[config.mk]
export PLATFORM = sky130hd
export DESIGN_NAME = tlb_walker
export DESIGN_NICKNAME = d
export VERILOG_FILES = /design/src/rtl/tlbw_pkg.sv /design/src/rtl/tlbw_buf.sv /design/src/rtl/tlbw_walk.sv /design/src/rtl/tlb_walker.sv
export SDC_FILE = /design/constraint.sdc
export NUM_CORES = 1
export LEC_CHECK = 0
export ABC_AREA = 1
export BUFFER_PORTS_ARGS = -buffer_cell sky130_fd_sc_hd__buf_2
export CAP_MARGIN = 20
export CORE_UTILIZATION = 55
export CTS_CLUSTER_DIAMETER = 40
export DETAILED_ROUTE_END_ITERATION = 8
export HOLD_SLACK_MARGIN = 0.05
export PLACE_DENSITY_LB_ADDON = 0.15
export SETUP_SLACK_MARGIN = 0.05
export SLEW_MARGIN = 20
export SYNTH_ARGS = -nofsm -noshare
export SYNTH_HDL_FRONTEND = slang
export SYNTH_SLANG_ARGS = --single-unit
[constraint.sdc]
create_clock -name clk -period 11 [get_ports clk]
set_clock_uncertainty 0.1 [all_clocks]
set_input_delay 0.55 -clock clk [delete_from_list [all_inputs] [get_ports clk]]
set_output_delay 0.55 -clock clk [all_outputs]
set_load 0.01 [all_outputs]
[src/rtl/tlbw_pkg.sv]
package tlbw_pkg;
  typedef enum logic [2:0] {
    WK_IDLE,
    WK_RD_DIR,
    WK_WT_DIR,
    WK_RD_PT,
    WK_WT_PT,
    WK_FILL,
    WK_FAULT
  } walk_state_t;
endpackage

[src/rtl/tlbw_buf.sv]
module tlbw_buf #(
  parameter int ENTRIES = 8,
  parameter int VPN_W   = 20,
  parameter int PFN_W   = 20
) (
  input  logic             clk,
  input  logic             rst,
  input  logic             flush,
  input  logic [VPN_W-1:0] lk_vpn,
  output logic             lk_hit,
  output logic [PFN_W-1:0] lk_pfn,
  input  logic             wr_en,
  input  logic [VPN_W-1:0] wr_vpn,
  input  logic [PFN_W-1:0] wr_pfn
);
  localparam int PTR_W = (ENTRIES > 1) ? $clog2(ENTRIES) : 1;

  logic [ENTRIES-1:0] slot_vld;
  logic [VPN_W-1:0]   slot_vpn [ENTRIES];
  logic [PFN_W-1:0]   slot_pfn [ENTRIES];
  logic [PTR_W-1:0]   rr_ptr;
  logic [ENTRIES-1:0] match;

  genvar g;
  generate
    for (g = 0; g < ENTRIES; g++) begin : g_cmp
      assign match[g] = slot_vld[g] && (slot_vpn[g] == lk_vpn);
    end
  endgenerate

  always_comb begin
    lk_pfn = '0;
    for (int i = 0; i < ENTRIES; i++)
      if (match[i]) lk_pfn = lk_pfn | slot_pfn[i];
  end

  assign lk_hit = (|match) && !flush;

  always_ff @(posedge clk) begin
    if (rst || flush) begin
      slot_vld <= '0;
      rr_ptr   <= '0;
    end else if (wr_en) begin
      slot_vld[rr_ptr] <= 1'b1;
      rr_ptr <= (rr_ptr == PTR_W'(ENTRIES - 1)) ? '0 : rr_ptr + 1'b1;
    end
  end

  always_ff @(posedge clk) begin
    if (wr_en && !flush) begin
      slot_vpn[rr_ptr] <= wr_vpn;
      slot_pfn[rr_ptr] <= wr_pfn;
    end
  end
endmodule

[src/rtl/tlbw_walk.sv]
module tlbw_walk
  import tlbw_pkg::*;
#(
  parameter int ADDR_W = 32,
  parameter int OFF_W  = 12,
  parameter int IDX_W  = 10
) (
  input  logic                     clk,
  input  logic                     rst,
  input  logic                     start,
  input  logic [ADDR_W-1:0]        start_vaddr,
  input  logic [ADDR_W-1:0]        dir_base,
  input  logic                     mem_rvalid,
  input  logic [ADDR_W-1:0]        mem_rdata,
  output logic                     idle,
  output logic                     mem_req,
  output logic [ADDR_W-1:0]        mem_addr,
  output logic                     fill_en,
  output logic                     fault_en,
  output logic [ADDR_W-1:0]        walk_vaddr,
  output logic [ADDR_W-OFF_W-1:0]  walk_pfn
);
  localparam int PFN_W = ADDR_W - OFF_W;
  localparam int PAD_W = ADDR_W - IDX_W - 2;

  walk_state_t      state;
  logic [ADDR_W-1:0] vaddr_q;
  logic [ADDR_W-1:0] addr_q;
  logic [PFN_W-1:0]  pfn_q;

  function automatic logic [ADDR_W-1:0] scaled(input logic [IDX_W-1:0] idx);
    return {{PAD_W{1'b0}}, idx, 2'b00};
  endfunction

  always_ff @(posedge clk) begin
    if (rst) begin
      state   <= WK_IDLE;
      vaddr_q <= '0;
      addr_q  <= '0;
      pfn_q   <= '0;
    end else begin
      case (state)
        WK_IDLE: if (start) begin
          vaddr_q <= start_vaddr;
          addr_q  <= dir_base + scaled(start_vaddr[ADDR_W-1 -: IDX_W]);
          state   <= WK_RD_DIR;
        end
        WK_RD_DIR: state <= WK_WT_DIR;
        WK_WT_DIR: if (mem_rvalid) begin
          if (mem_rdata[0]) begin
            addr_q <= {mem_rdata[ADDR_W-1:OFF_W], {OFF_W{1'b0}}}
                      + scaled(vaddr_q[OFF_W +: IDX_W]);
            state  <= WK_RD_PT;
          end else begin
            state  <= WK_FAULT;
          end
        end
        WK_RD_PT: state <= WK_WT_PT;
        WK_WT_PT: if (mem_rvalid) begin
          if (mem_rdata[0]) begin
            pfn_q <= mem_rdata[ADDR_W-1:OFF_W];
            state <= WK_FILL;
          end else begin
            state <= WK_FAULT;
          end
        end
        default: state <= WK_IDLE;
      endcase
    end
  end

  assign idle       = (state == WK_IDLE);
  assign mem_req    = (state == WK_RD_DIR) || (state == WK_RD_PT);
  assign mem_addr   = addr_q;
  assign fill_en    = (state == WK_FILL);
  assign fault_en   = (state == WK_FAULT);
  assign walk_vaddr = vaddr_q;
  assign walk_pfn   = pfn_q;
endmodule

[src/rtl/tlb_walker.sv]
module tlb_walker #(
  parameter int ENTRIES = 8,
  parameter int ADDR_W  = 32,
  parameter int OFF_W   = 12,
  parameter int IDX_W   = 10
) (
  input  logic              clk,
  input  logic              rst,
  input  logic              req_valid,
  input  logic [ADDR_W-1:0] req_vaddr,
  output logic              req_ready,
  output logic              rsp_valid,
  output logic [ADDR_W-1:0] rsp_paddr,
  output logic              rsp_fault,
  input  logic [ADDR_W-1:0] dir_base,
  input  logic              flush,
  output logic              mem_req,
  output logic [ADDR_W-1:0] mem_addr,
  input  logic              mem_rvalid,
  input  logic [ADDR_W-1:0] mem_rdata
);
  localparam int VPN_W = ADDR_W - OFF_W;

  logic              lk_hit;
  logic [VPN_W-1:0]  lk_pfn;
  logic              accept;
  logic              walk_idle;
  logic              fill_en;
  logic              fault_en;
  logic [ADDR_W-1:0] walk_vaddr;
  logic [VPN_W-1:0]  walk_pfn;

  assign req_ready = walk_idle;
  assign accept    = req_valid && walk_idle;

  tlbw_buf #(.ENTRIES(ENTRIES), .VPN_W(VPN_W), .PFN_W(VPN_W)) u_buf (
    .clk    (clk),
    .rst    (rst),
    .flush  (flush),
    .lk_vpn (req_vaddr[ADDR_W-1:OFF_W]),
    .lk_hit (lk_hit),
    .lk_pfn (lk_pfn),
    .wr_en  (fill_en),
    .wr_vpn (walk_vaddr[ADDR_W-1:OFF_W]),
    .wr_pfn (walk_pfn)
  );

  tlbw_walk #(.ADDR_W(ADDR_W), .OFF_W(OFF_W), .IDX_W(IDX_W)) u_walk (
    .clk         (clk),
    .rst         (rst),
    .start       (accept && !lk_hit),
    .start_vaddr (req_vaddr),
    .dir_base    (dir_base),
    .mem_rvalid  (mem_rvalid),
    .mem_rdata   (mem_rdata),
    .idle        (walk_idle),
    .mem_req     (mem_req),
    .mem_addr    (mem_addr),
    .fill_en     (fill_en),
    .fault_en    (fault_en),
    .walk_vaddr  (walk_vaddr),
    .walk_pfn    (walk_pfn)
  );

  always_ff @(posedge clk) begin
    if (rst) begin
      rsp_valid <= 1'b0;
      rsp_paddr <= '0;
      rsp_fault <= 1'b0;
    end else begin
      rsp_valid <= 1'b0;
      rsp_fault <= 1'b0;
      if (accept && lk_hit) begin
        rsp_valid <= 1'b1;
        rsp_paddr <= {lk_pfn, req_vaddr[OFF_W-1:0]};
      end else if (fill_en) begin
        rsp_valid <= 1'b1;
        rsp_paddr <= {walk_pfn, walk_vaddr[OFF_W-1:0]};
      end else if (fault_en) begin
        rsp_valid <= 1'b1;
        rsp_fault <= 1'b1;
        rsp_paddr <= '0;
      end
    end
  end
endmodule

==> results of run 1 <==
==> synthesized netlist by cell type (4+ instances only) <==
master / instances
nand2_1: 597
inv_1: 404
edfxtp_1: 320
nor2_1: 214
dfxtp_1: 132
o21ai_0: 113
a21oi_1: 109
nand3_1: 86
o22ai_1: 80
clkbuf_1: 42
buf_2: 28
o21ai_1: 28
xnor2_1: 23
nor3_1: 22
inv_2: 14
ha_1: 12
xor2_1: 11
nand3b_1: 8
buf_4: 7
o211ai_1: 7
buf_1: 6
nand4_1: 6
nor4_1: 4
==> worst min-delay path, stage by stage <==
cell,delay (ns)
buf_2,0.08
inv_1,0.04
a21oi_1,0.10
==> cells in the final DEF (no fill, tap or decap), types with 15 or more instances in the layout <==
cell       Yosys  final
nor2_1       214    212
edfxtp_1     320    320
nand3_1       86     86
o21ai_1       28     28
inv_1        404    403
a21oi_1      109    107
nand2_1      597    597
clkbuf_16      0     55
buf_4          7     26
xnor2_1       23     23
buf_2         28    157
dfxtp_1      132    132
o22ai_1       80     80
o21ai_0      113    113
nor3_1        22     15
==> final timing paths <==
| kind | startpoint | to | slack [ns] | depth (start not counted) |
|---|---|---|---|---|
| max | req_vaddr[28] | u_walk.walk_vaddr[25]$_SDFFE_PP0P_ | 7.08 | 16 |
| min | req_vaddr[1] | u_walk.walk_vaddr[1]$_SDFFE_PP0P_ | 0.12 | 3 |
| max reg2reg | u_buf.slot_vpn[5][4]$_DFFE_PP_ | u_walk.walk_vaddr[25]$_SDFFE_PP0P_ | 7.10 | 13 |
| min reg2reg | rsp_paddr[10]$_SDFFE_PP0P_ | rsp_paddr[10]$_SDFFE_PP0P_ | 0.36 | 2 |
==> kinds of logic after synthesis <==
logic type	synth area share
and+or+nand+nor	0.187
AOI/OAI and AO/OA	0.0918
buffers and inverters	0.0969
DFF	0.601
xor gates and xnor gates	0.0146
adders and majority gates	0.00835
==> layer usage <==
layer / vias up / global-route usage / routed length (um)
li1: 7719 / - / -
met1: 7548 / 0.426 / 23900
met2: 755 / 0.476 / 25600
met3: 93 / 0.0659 / 6240
met4: 0 / 0.0844 / 1260
met5: - / 0 / 0
==> stage by stage <==
step	utilization	instance area, um2
final	0.642	23500
after global routing	0.642	23500
after CTS	0.642	23500
after detailed placement	0.591	21600
after global placement	0.591	21600
after floorplan	-	20400
==> report_power, final <==
| part | internal (W) | leakage (nW) | switching, W |
|---|---|---|---|
| Clock | 0.00110 | 0.880 | 0.000735 |
| Combinational | 0.000211 | 5.69 | 0.000469 |
| Sequential | 0.00195 | 4.02 | 0.000120 |
| Total | 0.00326 | 10.6 | 0.00132 |
==> sequential cells by signal, summed over array words and instances, names as in the netlist, 8 cells and up <==
name	flops
u_walk.mem_addr	32
u_walk.walk_pfn	20
u_buf.slot_vld	8
u_walk.walk_vaddr	32
rsp_paddr	32
u_buf.slot_pfn	160
u_buf.slot_vpn	160
==> cell type report <==
cell class,instances,area [um2],share of cell area
tap,468,586,0.0250
multi-input combinational,1345,6210,0.265
sequential,452,12300,0.522
timing repair buffer,183,981,0.0418
clock inverter,30,385,0.0164
clock buffer,72,1470,0.0628
inverter,418,1570,0.0670
antenna,2,5.00,0.000213
==> run metrics, run 1 <==
Place WS=roughly 6.7 ns; Reg clk slew, reported paths=0.06 ns; Inserted Clock Buffers=between 50 and 60; Clk Latency, worst-skew pair=roughly 0.60 ns; Final Wtd Congestion=a little under 1; routed len/inst=19.2 um; maximum vdd drop=roughly 0.14 mV; Slowest cell on crit path=clkinv_2; RSZ-0062 raised after global routing=false; Crit Path Class=input port to flip-flop; sequential fraction of the synthesis area=0.601; clk sink count=452; Hold WC Path Type=input port to flip-flop; Core Rows=70; synthesized net count=2415; clk buf depth=3; Setup TNS Final=0 ns; Synth top area share=0.471; CP Cell Sequence=buf_2, inv_1, nand2_1, nand2_1, nor2_1, nand2_1, nor2_1, nand3_2, nand2_1, nor2_1, nand2_2, nand2_2, nand2_2, clkinv_2, o21ai_0, a21oi_1; flop and latch count out of synthesis=~450; synthesized area per cell=around 8.9 um2; post-placement cell count=2866; DRT antenna net count=0; pin count of the biggest net entering global routing=75; initial antenna violation count=1; DRC viols=0; leakage power=approximately 11 nW; DRT iter0 DRCs=about 1600; Worst-Margin Slew=about 0.94 ns; core area=36500 um2; Clock Root Buffer=clkbuf_16; IO Port Bufs=157; period utilization=0.356; CP required=about 11 ns; CTS tree=yes; Fillers=around 3000; Post-synth top flop=edfxtp_1; Setup crit start kind=input port; synthesized instance count=between 2000 and 2500; gr ovfl total=0; share of cells above drive strength 1=0.123; Tot Pwr=roughly 0.0046 W; worst hold slack=around 0.12 ns; I/O pins=around 170; DRT Pass-1 Iters=5; peak per-stage delay on the critical path=0.72 ns; post-synth top area cell=edfxtp_1; Max Cap Violations=0; drt via density=between 5 and 6; status=finished clean; P&R area growth vs syn=15.1%; critical path fanouts, max=64; Fmax=between 0.2 and 0.3 GHz; total track usage=0.303; EDFF count, synth=320; Initial Utilization=0.558; pwr dens=slightly below 200 nW/um2; endpoints failing hold=0; routed vias=about 16000; Worst Setup End Kind=flip-flop; post-route worst setup slack=just over 7 ns; number of gates resized after cts=0; Final HPWL DP=36500 um; Layout Nets=~2600; Final Non-Filler Cells=around 3000; CP most frequent cell=nand2_1; Worst EP arrival=4.26 ns; H-tree depth=2; first-pass GRT wire length=about 87000 um; Die X=approximately 190 um; Yosys cell types=39; final worst path period need=a little under 4 ns; normalized max-slew margin=0.373; WP buf/inv=3; Area contributors post-synth=edfxtp_1, dfxtp_1, nand2_1; post-CTS setup buffer count=0; Post-Syn Area=a little over 20000 um2; Max Transition Viols Final=0; die height=~190 um; CP top delay family=simple AND/OR/NAND/NOR gates; asr flop ratio synth=0; post-cts hold buffer count=0; drt total wl=approximately 57000 um; endpoints failing setup=0; vias in the first global route=between 15000 and 20000; yosys warns=0; die area=37800 um2
No activity file was read; power rests on OpenSTA's default activity.
==> run 2, diff against run 1 <==
--- a/config.mk
+++ b/config.mk
@@ -8,7 +8,7 @@
 export ABC_AREA = 1
 export BUFFER_PORTS_ARGS = -buffer_cell sky130_fd_sc_hd__buf_2
 export CAP_MARGIN = 20
-export CORE_UTILIZATION = 55
+export CORE_UTILIZATION = 54
 export CTS_CLUSTER_DIAMETER = 40
 export DETAILED_ROUTE_END_ITERATION = 8
 export HOLD_SLACK_MARGIN = 0.05
==> constraint.sdc (replaced) <==
create_clock -name clk -period 3.3 [get_ports clk]
set_clock_uncertainty 0.1 [all_clocks]
set_input_delay 0.165 -clock clk [delete_from_list [all_inputs] [get_ports clk]]
set_output_delay 0.165 -clock clk [all_outputs]
set_load 0.01 [all_outputs]
==> run 2 against run 1 <==
Against the previous run:
- count of clock-buffer cells in the layout stayed put
- routed wire length grew 0.87%
- setup slack worse by 6.6 ns
- utilization increased by 2.3 points
- combinational power rose to 3.6 times the previous value
- non-clock buffer count rose by 96
- critical endpoint is now u_walk.state[2]$_SDFFE_PP0P_
- first-iteration DRC count decreased by 4.6%
- clock power rose to 3.3 times the previous value
- sequential share of layout area down 2.3 points
- via count up 1.9%
- design area grew 4.5%
==> run metrics, run 2 (synthesis gave the netlist of run 1 again) <==
leakage power=11.1 nW (was 10.6 nW); DRT Pass-1 Iters=5 (unchanged); Largest regs=u_buf.slot_pfn x160, u_buf.slot_vpn x160 (unchanged); CP required=3.69 ns (was 11.35 ns); CTS tree=yes (unchanged); vias in the first global route=15500 (was 15400); post-CTS setup buffer count=0 (unchanged); Crit Reg-Reg Startpoint=u_buf.slot_vpn[7][19]$_DFFE_PP_ (was u_buf.slot_vpn[5][4]$_DFFE_PP_); clk buf depth=3 (unchanged); endpoints failing hold=0 (unchanged); Max Transition Viols Final=0 (unchanged); drt total wl=57400 um (was 56900 um); Clk Latency, worst-skew pair=0.60 ns (about the same); H-tree depth=2 (unchanged); Die X=196 um (was 195 um); DRT iter0 DRCs=1517 (was 1590); most frequent cells in the layout=nand2_1, inv_1, edfxtp_1 (unchanged); Crit Path Class=input port to flip-flop (unchanged); most common cell after layout, fill and taps aside=nand2_1 (unchanged); Hold WC Path Type=input port to flip-flop (unchanged); Flop pwr share=0.452 (about the same); post-route worst setup slack=0.440 ns (was 7.08 ns); Net Switching=0.00450 W (was 0.00132 W); DRC viols=0 (unchanged); Worst EP arrival=3.25 ns (was 4.26 ns); critical path fanouts, max=10 (was 64); final worst path period need=between 2 and 3 ns; Clock power frac=0.390 (was 0.400); worst hold slack=0.0925 ns (was 0.117 ns); clk sink count=452 (unchanged); Core Rows=70 (unchanged); pwr dens=624 nW/um2 (was 195 nW/um2); Max Cap Violations=0 (unchanged); sw frac=0.294 (was 0.289); final core occ=0.665 (was 0.642); die area=38500 um2 (was 37800 um2); initial antenna violation count=0 (was 1); IO Port Bufs=157 (unchanged); post-placement cell count=2917 (was 2866); DRT antenna net count=0 (unchanged); Worst Setup End Kind=flip-flop (unchanged); first-pass GRT wire length=87800 um (was 87100 um); pin count of the biggest net entering global routing=66 (was 75); Crit. Startpoint=req_vaddr[28] (unchanged); share of cells above drive strength 1=0.127 (was 0.123); number of gates resized after cts=0 (unchanged); Worst-Margin Slew=0.689 ns (was 0.939 ns); hold depth=7 (was 3); Final HPWL DP=37800 um (was 36500 um); reg-to-reg critical path endpoint=u_walk.state[2]$_SDFFE_PP0P_ (was u_walk.walk_vaddr[25]$_SDFFE_PP0P_); Setup crit start kind=input port (unchanged); gr ovfl total=0 (unchanged); Combinational Power Share=0.159 (was 0.148); Layout Nets=2666 (was 2568); Place WS=0.517 ns (was 6.68 ns); status=finished clean (unchanged); I/O pins=169 (unchanged); drt via density=5.29 (was 5.43); normalized max-slew margin=0.541 (was 0.373); post-cts hold buffer count=81 (was 0); routed len/inst=18.5 um (was 19.2 um); CP endpoint=u_walk.state[2]$_SDFFE_PP0P_ (was u_walk.walk_vaddr[25]$_SDFFE_PP0P_); maximum vdd drop=0.574 mV (was 0.139 mV); Int Pwr=0.0108 W (was 0.00326 W); Inserted Clock Buffers=56 (was 54); die height=196 um (was 195 um); endpoints failing setup=0 (unchanged); Finished Cell Area=24500 um2 (was 23500 um2); period utilization=0.867; P&R area growth vs syn=20.3% (was 15.1%); core area=36900 um2 (was 36500 um2); Final Non-Filler Cells=3104 (was 2970); Final Wtd Congestion=0.991 (was 0.969); RSZ-0062 raised after global routing=false (unchanged); Reg clk slew, reported paths=0.06 ns (about the same); cells on worst reg2reg path=14 (was 13); Initial Utilization=0.553 (was 0.558); Clock Root Buffer=clkbuf_16 (unchanged); Fmax=between 0.3 and 0.4 GHz; placed cell areas=21900 um2 (was 21600 um2); total track usage=0.301 (was 0.303); FF-to-FF setup slack=0.60 ns (was 7.10 ns); routed vias=16400 (was 16100)
## run 2: cell types whose count changed in the layout (fill, tap and decap cells not counted), sizes merged, moves of 4 or more
cell	delta
dlygate4sd3	+81
bufinv	-5
clkinvlp	-5
inv	+4
buf	+15
clkinv	+9
## run 2: power groups by stage
stage,Clock (W),Sequential [W],Combinational (W)
after CTS,0.00602,0.00689,0.00240
after detailed placement,0,0.00700,0.00229
after global routing,0.00625,0.00694,0.00271
after global placement,0,0.00699,0.00225
final,0.00597,0.00691,0.00243
after floorplan,0,0.00690,0.00160
## run 2: routing by layer
layer  track usage  part of all wire  vias to the layer above
met1         0.436              0.43                     7636
met4        0.0914             0.022                        0
met5             0                 0                        -
met2         0.468              0.44                      774
met3        0.0481              0.10                       89
li1              -                 -                     7920
## run 2: worst min-delay path by stage
stage / slack, ns / to / startpoint
2_1_floorplan: 0.21 / u_walk.walk_vaddr[0]$_SDFFE_PP0P_ / req_vaddr[0]
3_3_place_gp: 0.31 / u_walk.walk_vaddr[1]$_SDFFE_PP0P_ / req_vaddr[1]
3_5_place_dp: 0.33 / u_walk.walk_vaddr[0]$_SDFFE_PP0P_ / req_vaddr[0]
4_1_cts: 0.06 / u_walk.mem_addr[7]$_SDFFE_PP0P_ / dir_base[6]
5_1_grt: 0.13 / u_walk.mem_addr[7]$_SDFFE_PP0P_ / dir_base[6]
6_report: 0.09 / u_walk.mem_addr[7]$_SDFFE_PP0P_ / dir_base[6]
## run 2: area by class of cell
cell class | instances | area (um2)
Fill cell | 2906 | 12300
Sequential cell | 452 | 12300
Multi-Input combinational cell | 1345 | 6250
Timing Repair Buffer | 279 | 1980
Inverter | 418 | 1570
Clock buffer | 72 | 1550
Tap cell | 504 | 631
Clock inverter | 33 | 285
Antenna cell | 1 | 2.50
## run 2: worst max-delay path, stage by stage
cell	delay, ns
dlygate4sd3_1	0.53
buf_2	0.28
inv_1	0.21
nand2_1	0.10
nand2_1	0.05
nor2_1	0.20
nand2_1	0.16
nor2_1	0.18
nand3_1	0.18
nand2_1	0.10
nor2_1	0.05
nand2_2	0.10
nand2_2	0.06
nand2_2	0.09
nand2_4	0.07
nand2_1	0.10
a21oi_1	0.06
dlygate4sd3_1	0.56
## run 2: per-stage QoR
stage                     total power, W  setup TNS (ns)
after global placement           0.00924               0
final                             0.0153               0
after CTS                         0.0153               0
after detailed placement         0.00930               0
after global routing              0.0159               0
after floorplan                  0.00850          -49.72
